### config.mk
export PLATFORM = sky130hd
export DESIGN_NAME = vec_issue_compactor
export DESIGN_NICKNAME = d
export VERILOG_FILES = /design/src/rtl/vic_pkg.sv /design/src/rtl/vic_datapath.sv /design/src/rtl/vic_control.sv /design/src/rtl/vec_issue_compactor.sv
export SDC_FILE = /design/constraint.sdc
export NUM_CORES = 1
export LEC_CHECK = 0
export BUFFER_PORTS_ARGS = -buffer_cell sky130_fd_sc_hd__buf_2
export CAP_MARGIN = 20
export CORE_ASPECT_RATIO = 0.75
export CORE_MARGIN = 2
export CORE_UTILIZATION = 40
export DETAILED_ROUTE_END_ITERATION = 10
export PLACE_DENSITY_LB_ADDON = 0.15
export SYNTH_ARGS = -nofsm -noshare
export SYNTH_HDL_FRONTEND = slang
export SYNTH_SLANG_ARGS = --single-unit
### constraint.sdc
create_clock -name clk -period 5.5 [get_ports clk]
set_input_delay 0.55 -clock clk [delete_from_list [all_inputs] [get_ports clk]]
set_output_delay 0.55 -clock clk [all_outputs]
set_load 0.03 [all_outputs]
### src/rtl/vic_pkg.sv
package vic_pkg;
  typedef struct packed {
    logic load;  // capture a new operation
    logic step;  // issue one group of lanes this cycle
  } issueCtrl_t;
endpackage

### src/rtl/vic_datapath.sv
module vic_datapath
  import vic_pkg::*;
#(
  parameter int XLEN  = 32,
  parameter int LANES = 4,
  parameter int VLW   = $clog2(XLEN + 1),
  parameter int IDXW  = $clog2(XLEN)
) (
  input  logic                  clk,
  input  logic                  rstN,
  input  issueCtrl_t            ctl,
  input  logic [VLW-1:0]        vecLen,
  input  logic [XLEN-1:0]       predMask,
  input  logic                  zeroMode,
  output logic [LANES-1:0]      laneValid,
  output logic [LANES*IDXW-1:0] laneIdx,
  output logic [LANES-1:0]      laneZero,
  output logic                  lastIssue,
  output logic                  anyIssue
);

  logic [XLEN-1:0] pendR;
  logic [XLEN-1:0] zeroR;
  logic            modeR;
  logic [XLEN-1:0] vlMask;
  logic [XLEN-1:0] remChain [LANES+1];

  function automatic logic [IDXW-1:0] lowestSet(input logic [XLEN-1:0] v);
    logic [IDXW-1:0] r;
    r = '0;
    for (int i = XLEN - 1; i >= 0; i--) begin
      if (v[i]) r = IDXW'(i);
    end
    return r;
  endfunction

  always_comb begin
    for (int i = 0; i < XLEN; i++) begin
      vlMask[i] = (VLW'(i) < vecLen);
    end
  end

  assign remChain[0] = pendR;

  generate
    for (genvar k = 0; k < LANES; k++) begin : gLane
      logic [IDXW-1:0] pick;
      always_comb pick = lowestSet(remChain[k]);
      assign remChain[k+1]              = remChain[k] & (remChain[k] - 1'b1);
      assign laneValid[k]               = ctl.step && (remChain[k] != '0);
      assign laneIdx[k*IDXW +: IDXW]    = laneValid[k] ? pick : '0;
      assign laneZero[k]                = laneValid[k] && zeroR[pick];
    end
  endgenerate

  assign lastIssue = (remChain[LANES] == '0);
  assign anyIssue  = ctl.step && (pendR != '0);

  always_ff @(posedge clk) begin
    if (!rstN) begin
      pendR <= '0;
      zeroR <= '0;
      modeR <= 1'b0;
    end else if (ctl.load) begin
      pendR <= zeroMode ? vlMask : (predMask & vlMask);
      zeroR <= ~predMask & vlMask;
      modeR <= zeroMode;
    end else if (ctl.step) begin
      pendR <= remChain[LANES];
    end
  end

  generate
    for (genvar k = 1; k < LANES; k++) begin : gChk

      lanePrefix_chk: assert property (@(posedge clk) disable iff (!rstN)
        laneValid[k] |-> laneValid[k-1]);

      laneOrder_chk: assert property (@(posedge clk) disable iff (!rstN)
        laneValid[k] |-> (laneIdx[k*IDXW +: IDXW] > laneIdx[(k-1)*IDXW +: IDXW]));
    end
  endgenerate


  idleNoIssue_chk: assert property (@(posedge clk) disable iff (!rstN)
    !ctl.step |-> (laneValid == '0));


  zeroOnlyInZeroMode_chk: assert property (@(posedge clk) disable iff (!rstN)
    (laneZero != '0) |-> modeR);

endmodule

### src/rtl/vic_control.sv
module vic_control
  import vic_pkg::*;
#(
  parameter int VLW = 6
) (
  input  logic           clk,
  input  logic           rstN,
  input  logic           start,
  input  logic           lastIssue,
  input  logic           anyIssue,
  output issueCtrl_t     ctl,
  output logic           busy,
  output logic           done,
  output logic [VLW-1:0] cycleCount
);

  logic           busyR;
  logic [VLW-1:0] countR;

  assign ctl.load   = start && !busyR;
  assign ctl.step   = busyR;
  assign busy       = busyR;
  assign done       = busyR && lastIssue;
  assign cycleCount = countR;

  always_ff @(posedge clk) begin
    if (!rstN) begin
      busyR  <= 1'b0;
      countR <= '0;
    end else begin
      if (ctl.load) begin
        busyR  <= 1'b1;
        countR <= '0;
      end else begin
        if (done) busyR <= 1'b0;
        if (ctl.step && anyIssue) countR <= countR + 1'b1;
      end
    end
  end


  doneInBusy_chk: assert property (@(posedge clk) disable iff (!rstN)
    done |-> busy);


  doneEndsBusy_chk: assert property (@(posedge clk) disable iff (!rstN)
    done |=> !busy);


  busyHeld_chk: assert property (@(posedge clk) disable iff (!rstN)
    (busy && !done) |=> busy);


  busyNeedsStart_chk: assert property (@(posedge clk) disable iff (!rstN)
    $rose(busy) |-> $past(start));

endmodule

### src/rtl/vec_issue_compactor.sv
module vec_issue_compactor
  import vic_pkg::*;
#(
  parameter int XLEN  = 32,
  parameter int LANES = 4,
  localparam int VLW  = $clog2(XLEN + 1),
  localparam int IDXW = $clog2(XLEN)
) (
  input  logic                  clk,
  input  logic                  rstN,
  input  logic                  start,
  input  logic [VLW-1:0]        vecLen,
  input  logic [XLEN-1:0]       predMask,
  input  logic                  zeroMode,
  output logic                  busy,
  output logic                  done,
  output logic [LANES-1:0]      laneValid,
  output logic [LANES*IDXW-1:0] laneIdx,
  output logic [LANES-1:0]      laneZero,
  output logic [VLW-1:0]        cycleCount
);

  issueCtrl_t ctl;
  logic       lastIssue;
  logic       anyIssue;

  vic_control #(.VLW(VLW)) ctrl_i (
    .clk        (clk),
    .rstN       (rstN),
    .start      (start),
    .lastIssue  (lastIssue),
    .anyIssue   (anyIssue),
    .ctl        (ctl),
    .busy       (busy),
    .done       (done),
    .cycleCount (cycleCount)
  );

  vic_datapath #(.XLEN(XLEN), .LANES(LANES), .VLW(VLW), .IDXW(IDXW)) dp_i (
    .clk       (clk),
    .rstN      (rstN),
    .ctl       (ctl),
    .vecLen    (vecLen),
    .predMask  (predMask),
    .zeroMode  (zeroMode),
    .laneValid (laneValid),
    .laneIdx   (laneIdx),
    .laneZero  (laneZero),
    .lastIssue (lastIssue),
    .anyIssue  (anyIssue)
  );

endmodule

==> results_dict.tcl, run 1 <==
set metrics [dict create \
    cts_hold_buf 0 \
    postRouteAntennaNets 0 \
    grt_max_degree 50 \
    ios 78 \
    path_clk_slew_ns 0.06 \
    drc 0 \
    critPathRequiredTime_ns 4.95 \
    clkLatencyLatePin_ns 0.35 \
    die_y_um 133 \
    finalPower_w 0.00651 \
    io_buffers 77 \
    postPlaceCellArea_um2 10900 \
    start_kind "register" \
    post_drt_wl_per_cell_um 23.2 \
    cts_sinks 71 \
    syn_inst 1312 \
    gp_congestion 0.980 \
    powerDensity_nw_per_um2 534 \
    hpwl_um 33200 \
    timing.setup.tns_ns -0.682 \
    num_rows 47 \
    ys_warn_count 0 \
    rsz0062_at_grt "true" \
    num_antenna_cells 0 \
    finalCritPeriodShare_pct 107 \
    die_w_um 176 \
    drt-initial-drc-count 1396 \
    fmax_ghz 0.169 \
    outcome "complete, but fails checks" \
    path_class "register to output pin" \
    netlist-cell-type-count 103 \
    grt_overflow 0 \
    synth_nets 1355 \
    gr-usage-all-layers_pct 35.4 \
    tightest_slew_ns 0.758 \
    synth_area_per_cell_um2 6.79 \
    crit_path_frequent_cell "or4_4" \
    cts_tree "yes" \
    p_leak_nw 5.07 \
    grt_pass1_vias 10711 \
    drv_cap 0 \
    fin_skew_ns 0.00829 \
    pre_cts_slack_ns -0.0511 \
    synth_area_um2 8910 \
    ir_drop_mv 0.261 \
    crit_slowest_cell "or4_4" \
    cp.arrival_ns 5.35 \
    synth_seq_cells 71 \
    cp-end-kind "output pin" \
    setup_viol 2 \
    numCtsBuffers 9 \
    layout-drive-gt1-share_pct 32.8 \
    cts_buffer_depth 2 \
    die-area_um2 23500 \
    area_delta_synth_final_pct 36.9 \
    synthArstFlopShare_pct 0 \
    slew_headroom_pct 48.9 \
    vias_per_cell 6.37 \
    htree_levels 3 \
    path_cells "or3_4 -> or4_4 -> o41ai_4 -> nand4_4 -> or4_4 -> o31a_1 -> o211ai_2 -> a31o_2 -> o211ai_1 -> a211oi_2 -> nor2_4 -> nand2_4 -> mux2i_1 -> a2111oi_4 -> nor3_2 -> o2bb2ai_2 -> buf_6" \
    synth_flop_cell "dfxtp_1" \
    antenna_found_initial 0 \
    whs_ns 0.416 \
    core_area_um2 22000 \
    seq_area_frac_synth_pct 15.9 \
    finalCriticalPeriod_ns 5.90 \
    slew_viol_final 0 \
    start_util_pct 40.5 \
    nets 1595 \
    layout_setup_ws_ns -0.401 \
    hold_violations 0 \
    critPathMaxStageDelay_ns 0.63 \
    drtPass1Iterations 6 \
    totalWireLength_um 43000 \
    cts_root_buffer "clkbuf_16" \
    synth_edf_count 0 \
    worstHoldPathType "primary input to register" \
    cp_max_fo 6 \
    route.vias.total 11797 \
    violations "negative setup slack" \
    grt_pass1_wl_um 64300 \
    design_area_um2 12200 \
]
-- kinds of logic after synthesis --
group           share of synthesized area [%]
compound gates                           37.5
xor+xnor                                0.983
fa+ha+maj                                1.28
buf+inv                                  6.06
flops                                    15.9
mux                                      7.47
simple gates                             30.8
-- cells in the final DEF, fill, tap and decap left out, drive strengths merged, types with 8 or more instances in the layout --
master / count
o211a: 11
a2111oi: 13
o31a: 8
o211ai: 19
clkbuf: 13
a21boi: 15
o31ai: 27
or2: 17
a211oi: 19
o21bai: 9
nand4: 8
o41ai: 8
a21oi: 112
a221oi: 8
mux2i: 53
buf: 322
nand3: 35
o21ai: 102
a21o: 9
a22oi: 10
mux2: 8
o22ai: 13
a31oi: 25
nor2b: 32
nor3: 56
o221ai: 10
nor4: 15
inv: 28
maj3: 10
and2: 30
dfxtp: 71
nand2b: 14
nor2: 166
and3: 9
nand2: 132
or3: 12
-- report_power, final --
group / leakage [nW] / switching [W] / internal (W) / total, W
registers: 0.586 / 0.000111 / 0.000574 / 0.000685
logic: 4.32 / 0.00293 / 0.00220 / 0.00513
clock network: 0.170 / 0.000257 / 0.000445 / 0.000702
total: 5.07 / 0.00329 / 0.00322 / 0.00651
-- worst max-delay path: cells and delay by family, from the launching register on --
family	cells	cell delay, ns
compound gates	8	1.88
buf+inv	1	0.14
flops	1	0.36
mux	1	0.38
simple gates	7	2.24
-- path summary, 6_finish.rpt --
| path | startpoint | to | slack, ns | cells past startpoint |
|---|---|---|---|---|
| max | dp_i.pendR[16] | laneZero[3] | -0.40 | 17 |
| min | predMask[21] | dp_i.zeroR[21] | 0.42 | 2 |
| max reg2reg | dp_i.pendR[16] | dp_i.pendR[8] | 0.82 | 18 |
| min reg2reg | ctrl_i.cycleCount[1] | ctrl_i.cycleCount[1] | 0.51 | 2 |
-- through the flow --
stage          cells  util [%]
2_1_floorplan   1312         -
3_3_place_gp    1798      49.4
3_5_place_dp    1798      49.4
4_1_cts         1835      53.3
5_1_grt         1851      55.5
6_report        1851      55.5
-- synth_stat cells, types with 12 or more instances --
master | instances | share of area [%]
a211oi_1 | 15 | 1.3
a21boi_0 | 12 | 1.0
inv_1 | 28 | 1.2
nand2_1 | 129 | 5.4
nor2b_1 | 32 | 2.2
o211ai_1 | 18 | 1.5
nand3_1 | 34 | 1.9
o22ai_1 | 13 | 0.91
a21oi_1 | 112 | 6.3
o31ai_1 | 25 | 2.1
buf_2 | 15 | 0.84
mux2i_1 | 53 | 6.0
nor2_1 | 163 | 6.9
or2_2 | 14 | 0.98
dfxtp_1 | 71 | 16
o21ai_0 | 94 | 5.3
clkbuf_1 | 67 | 2.8
nand2b_1 | 14 | 0.98
and2_1 | 29 | 2.0
a31oi_1 | 25 | 1.8
nor3_1 | 53 | 3.0
-- layout make-up --
cell class                 count  area [µm²]
tap                          294         368
clock inverter                 7         121
sequential                    71        1440
clock buffer                   9         225
fill                        2231        9790
multi-input combinational   1115        7580
inverter                      29         109
timing repair buffer         326        2360
-- sequential cells by signal (all words and copies together) (netlist names) --
register and cells:
ctrl_i.busy 1, ctrl_i.cycleCount 6, dp_i.pendR 32, dp_i.zeroR 32
-- layer usage --
layer / GRT usage (%) / up-vias / part of all wire [%]
met5: 0 / - / 0
met4: 10.4 / 0 / 3.3
met3: 7.53 / 91 / 11
met2: 52.5 / 671 / 42
met1: 51.2 / 5613 / 44
li1: - / 5422 / -
-- timing repair --
item                       in CTS  in global routing
buffers inserted               21                 16
cloned                          0                  1
setup endpoints to repair       6                  5
gates resized for setup        89                 74
pin swaps                      37                 52
No activity file was read; power rests on OpenSTA's default activity.
==> run 2: changes to the inputs <==
--- a/config.mk
+++ b/config.mk
@@ -10,7 +10,9 @@
 export CORE_ASPECT_RATIO = 0.75
 export CORE_MARGIN = 2
 export CORE_UTILIZATION = 40
+export CTS_BUF_LIST = sky130_fd_sc_hd__clkbuf_4 sky130_fd_sc_hd__clkbuf_8
 export DETAILED_ROUTE_END_ITERATION = 10
+export GPL_TIMING_DRIVEN = 0
 export PLACE_DENSITY_LB_ADDON = 0.15
 export SYNTH_ARGS = -nofsm -noshare
 export SYNTH_HDL_FRONTEND = slang
==> results_dict.tcl, run 2 (synthesis results as in run 1) <==
set metrics [dict create \
    outcome "complete, but fails checks" \
    violations "negative setup slack" \
    cp-end-kind "output pin" \
    htree_levels 3 \
    num_antenna_cells 0 \
    final_cell_mix "152 x nor2_1, 121 x nand2_1, 105 x buf_4" \
    gp_congestion 1.03 \
    hp-start "predMask[20]" \
    final_cells 1803 \
    ios 78 \
    slew_headroom_pct 29.2 \
    fin_util_pct 55.1 \
    start_kind "register" \
    path_clk_slew_ns 0.08 \
    route.vias.total 11954 \
    min_path_cells 2 \
    ir_drop_mv 0.272 \
    vias_per_cell 6.63 \
    hold_violations 0 \
    cts_hold_buf 0 \
    fin_skew_ns 0.0137 \
    finalCritPeriodShare_pct 110 \
    antenna_found_initial 1 \
    rsz0062_at_grt "true" \
    grt_max_degree 12 \
    p_leak_nw 4.72 \
    drt-initial-drc-count 1440 \
    io_buffers 73 \
    setup_viol 4 \
    nets 1547 \
    post_drt_wl_per_cell_um 25.0 \
    cts_sinks 71 \
    die-area_um2 23500 \
    layout-drive-gt1-share_pct 30.2 \
    grt_pass1_wl_um 65200 \
    hpwl_um 33600 \
    cts_buffer_depth 2 \
    cts_tree "yes" \
    postRouteAntennaNets 0 \
    num_rows 47 \
    die_y_um 133 \
    grt_pass1_vias 10535 \
    start_util_pct 40.5 \
    slew_viol_final 0 \
    finalPower_w 0.00640 \
    area_delta_synth_final_pct 35.9 \
    fmax_ghz 0.166 \
    layout_commonest_cell "nor2_1" \
    cp_max_fo 10 \
    layout_setup_ws_ns -0.523 \
    cts_root_buffer "clkbuf_8" \
    cp.arrival_ns 5.47 \
    finalCriticalPeriod_ns 6.02 \
    totalWireLength_um 45100 \
    rr_startpoint "dp_i.pendR[5]" \
    core_area_um2 22000 \
    drv_cap 0 \
    worstHoldPathType "primary input to register" \
    clkLatencyLatePin_ns 0.38 \
    drtPass1Iterations 5 \
    drc 0 \
    powerDensity_nw_per_um2 528 \
    die_w_um 176 \
    gr-usage-all-layers_pct 36.6 \
    path_class "register to output pin" \
    numCtsBuffers 9 \
    critPathRequiredTime_ns 4.95 \
    r2r_cells 18 \
    crit_start "dp_i.pendR[5]" \
    dp_cells 1681 \
    tightest_slew_ns 1.06 \
    grt_overflow 0 \
]
==> run 2: cell count changes in the layout (fill, tap and decap cells not counted), moves of 6 or more <==
cell	change
buf_4	-129
buf_6	+15
clkbuf_1	+54
clkbuf_16	-9
clkbuf_8	+9
nor4_4	+6
o21ai_1	-9
o21ai_2	+7
==> run 2: power by group <==
part,internal (W),leakage (nW),switching (W),total [W]
clock,0.000270,0.115,0.000216,0.000486
sequential,0.000572,0.585,0.000103,0.000675
combinational,0.00208,4.02,0.00317,0.00524
==> run 2: worst paths after layout <==
check                         end  slack (ns)
max                   laneZero[3]       -0.52
min                dp_i.zeroR[20]        0.38
max reg2reg           ctrl_i.busy        0.71
min reg2reg  ctrl_i.cycleCount[1]        0.51
==> run 2: per-stage QoR <==
stage / instance area (µm²) / worst slack, ns / hold WS [ns] / TNS [ns]
6_report: 12100 / -0.523 / 0.379 / -1.10
5_1_grt: 12100 / -0.595 / 0.385 / -1.60
3_5_place_dp: 9670 / -1.67 / 0.500 / -9.46
2_1_floorplan: 8910 / 0.220 / 0.471 / 0
3_3_place_gp: 9650 / -1.69 / 0.492 / -10.40
4_1_cts: 11300 / -0.474 / 0.372 / -1.12
==> run 2: final cells by class <==
type	count	area, µm²
Clock inverter	4	70.1
Sequential cell	71	1430
Multi-Input combinational cell	1115	8130
Fill cell	2189	9880
Inverter	29	109
Tap cell	294	368
Buffer	88	509
Timing Repair Buffer	190	1350
Clock buffer	12	146
==> run 2: worst max-delay path, cell delays in order, from the launching register on <==
cell	delay, ns
dfxtp_4	0.38
buf_6	0.14
maj3_2	0.36
or3_4	0.42
or3_4	0.37
a22oi_2	0.17
buf_6	0.15
and4_1	0.21
and4b_1	0.23
buf_6	0.13
and4b_1	0.23
buf_6	0.16
a31oi_4	0.12
o211ai_1	0.30
a211oi_2	0.16
nor2_2	0.26
buf_6	0.20
buf_6	0.13
buf_4	0.11
a31oi_1	0.07
a2111o_1	0.41
nand2_1	0.09
o2bb2ai_2	0.12
buf_6	0.15
==> run 2: per-layer routing <==
layer | track usage [%] | wire length (µm) | up-vias
li1 | - | - | 5324
met4 | 11.1 | 1620 | 0
met3 | 12.6 | 6210 | 118
met1 | 53.0 | 19100 | 5654
met5 | 0 | 0 | -
met2 | 50.5 | 18100 | 858
==> run 2: timing repair <==
action | 4_1_cts | 5_1_grt
gates cloned | 0 | 2
pin swaps | 69 | 75
buffers inserted | 76 | 37
setup endpoints to repair | 18 | 13
resized for setup | 176 | 132
hold endpoints to repair | 0 | 0
==> run 3: changes to the inputs <==
--- a/config.mk
+++ b/config.mk
@@ -7,6 +7,8 @@
 export LEC_CHECK = 0
 export BUFFER_PORTS_ARGS = -buffer_cell sky130_fd_sc_hd__buf_2
 export CAP_MARGIN = 20
+export CELL_PAD_IN_SITES_DETAIL_PLACEMENT = 1
+export CELL_PAD_IN_SITES_GLOBAL_PLACEMENT = 1
 export CORE_ASPECT_RATIO = 0.75
 export CORE_MARGIN = 2
 export CORE_UTILIZATION = 40
==> results_dict.tcl, run 3 (synthesis results as in run 1) <==
set metrics [dict create \
    min_path_cells 2 \
    drc 0 \
    postRouteAntennaNets 0 \
    tightest_slew_ns 1.09 \
    final_cells 1813 \
    timing.setup.tns_ns -2.22 \
    finalCritPeriodShare_pct 112 \
    htree_levels 3 \
    layout-drive-gt1-share_pct 30.5 \
    cts_root_buffer "clkbuf_8" \
    cts_sinks 71 \
    slew_headroom_pct 26.9 \
    ios 78 \
    dp_cells 1681 \
    crit-reg2reg-capture "ctrl_i.busy" \
    critPathRequiredTime_ns 4.95 \
    cts_tree "yes" \
    vias_per_cell 6.94 \
    gr-usage-all-layers_pct 40.3 \
    path_clk_slew_ns 0.10 \
    drv_cap 0 \
    route.vias.total 12580 \
    clkLatencyLatePin_ns 0.40 \
    die_w_um 176 \
    grt_max_degree 14 \
    cts_buffer_depth 2 \
    layout_setup_ws_ns -0.660 \
    met2_usage_pct 60.1 \
    final_cell_mix "149 x nor2_1, 121 x nand2_1, 119 x buf_4" \
    area_delta_synth_final_pct 36.8 \
    top_usage_layer "met2" \
    antenna_found_initial 2 \
    start_kind "register" \
    rrSetupSlack_ns 0.60 \
    io_buffers 73 \
    grt_pass1_vias 11626 \
    numCtsBuffers 9 \
    num_antenna_cells 0 \
    fin_skew_ns 0.0114 \
    totalWireLength_um 51600 \
    post_drt_wl_per_cell_um 28.4 \
    layout_commonest_cell "nor2_1" \
    outcome "complete, but fails checks" \
    powerDensity_nw_per_um2 548 \
    die-area_um2 23500 \
    grtUsageMet3_pct 8.79 \
    setup_viol 10 \
    finalCriticalPeriod_ns 6.16 \
    gp_congestion 0.995 \
    hpwl_um 36000 \
    finalPower_w 0.00668 \
    hold_violations 0 \
    ir_drop_mv 0.229 \
    start_util_pct 40.5 \
    core_area_um2 22000 \
    slew_viol_final 0 \
    use_met1_pct 56.9 \
    hp-start "predMask[20]" \
    p_leak_nw 4.75 \
    num_rows 47 \
    cp-end-kind "output pin" \
    cp_max_fo 10 \
    nets 1557 \
    r2r_cells 18 \
    grt_pass1_wl_um 72000 \
    hold_path_end "dp_i.zeroR[20]" \
    rsz0062_at_grt "true" \
    fmax_ghz 0.162 \
    worstHoldPathType "primary input to register" \
    rr_startpoint "dp_i.pendR[5]" \
    path_class "register to output pin" \
    num-fill-cells 2794 \
    drtPass1Iterations 5 \
    violations "negative setup slack" \
    die_y_um 133 \
    drt-initial-drc-count 1575 \
    grt_overflow 0 \
    cp.arrival_ns 5.61 \
]
## run 3: changes by cell type in the layout (fill, tap and decap cells not counted), sizes merged
cell and delta:
clkinv -1, buf +12, clkbuf -5, inv +1, clkdlybuf4s18 -1, nand2 +1, clkinvlp +3
## run 3: area by class of cell
cell class              count  area, µm²  area share [%]
multi-input cells        1116       8170            67.0
repair buffers            200       1410            11.6
clock inverters             7       96.3           0.790
well taps                 294        368            3.02
flip-flops and latches     71       1430            11.7
inverters                  29        109           0.893
plain buffers              87        484            3.97
clock buffers               9        124            1.02
## run 3: worst max-delay path, cell delays in order, from the launching register on
cell       delay (ns)
dfxtp_2          0.36
buf_6            0.17
nor4_4           0.34
nand3_2          0.14
buf_8            0.20
o41ai_4          0.35
buf_4            0.18
nand4_4          0.22
nor3_4           0.36
nand2_1          0.17
a22o_2           0.34
a31oi_1          0.21
o21ai_0          0.23
a21oi_1          0.33
a2111oi_1        0.11
a211oi_2         0.19
buf_4            0.21
mux2i_1          0.26
mux2i_2          0.15
o32ai_2          0.35
a21o_1           0.17
buf_4            0.17
## run 3: worst max path at each step
stage | end | startpoint
after detailed placement | laneZero[1] | dp_i.pendR[2]
after global routing | laneZero[3] | dp_i.pendR[10]
after CTS | laneZero[3] | dp_i.pendR[10]
after global placement | laneZero[1] | dp_i.pendR[2]
after floorplan | laneZero[3] | dp_i.pendR[17]
final | laneZero[2] | dp_i.pendR[8]
## run 3: repair_timing
item | CTS | global route
resized for setup | 175 | 126
gates cloned | 2 | 0
hold buffers | 0 | 0
endpoints found under the hold margin | 0 | 0
setup buffers | 68 | 56
setup endpoints to repair | 20 | 15
pin swaps | 57 | 81
## run 3: metal layers
metal | wire (µm) | vias up
met5 | 12 | -
met4 | 2680 | 2
met3 | 6020 | 201
met2 | 21900 | 905
met1 | 21000 | 6142
li1 | - | 5330
## run 3: report_power, final
group          total [W]  switching (W)  internal [W]
registers       0.000687       0.000115      0.000572
logic            0.00548        0.00338       0.00210
clock network   0.000505       0.000249      0.000256
## run 3: stage by stage
stage | hold slack [ns] | utilization [%] | area (µm²) | worst slack (ns)
2_1_floorplan | 0.471 | - | 8910 | 0.220
3_3_place_gp | 0.491 | 43.9 | 9650 | -1.47
3_5_place_dp | 0.511 | 44.0 | 9670 | -1.62
4_1_cts | 0.356 | 51.2 | 11300 | -0.460
5_1_grt | 0.364 | 55.4 | 12200 | -0.717
6_report | 0.361 | 55.4 | 12200 | -0.660
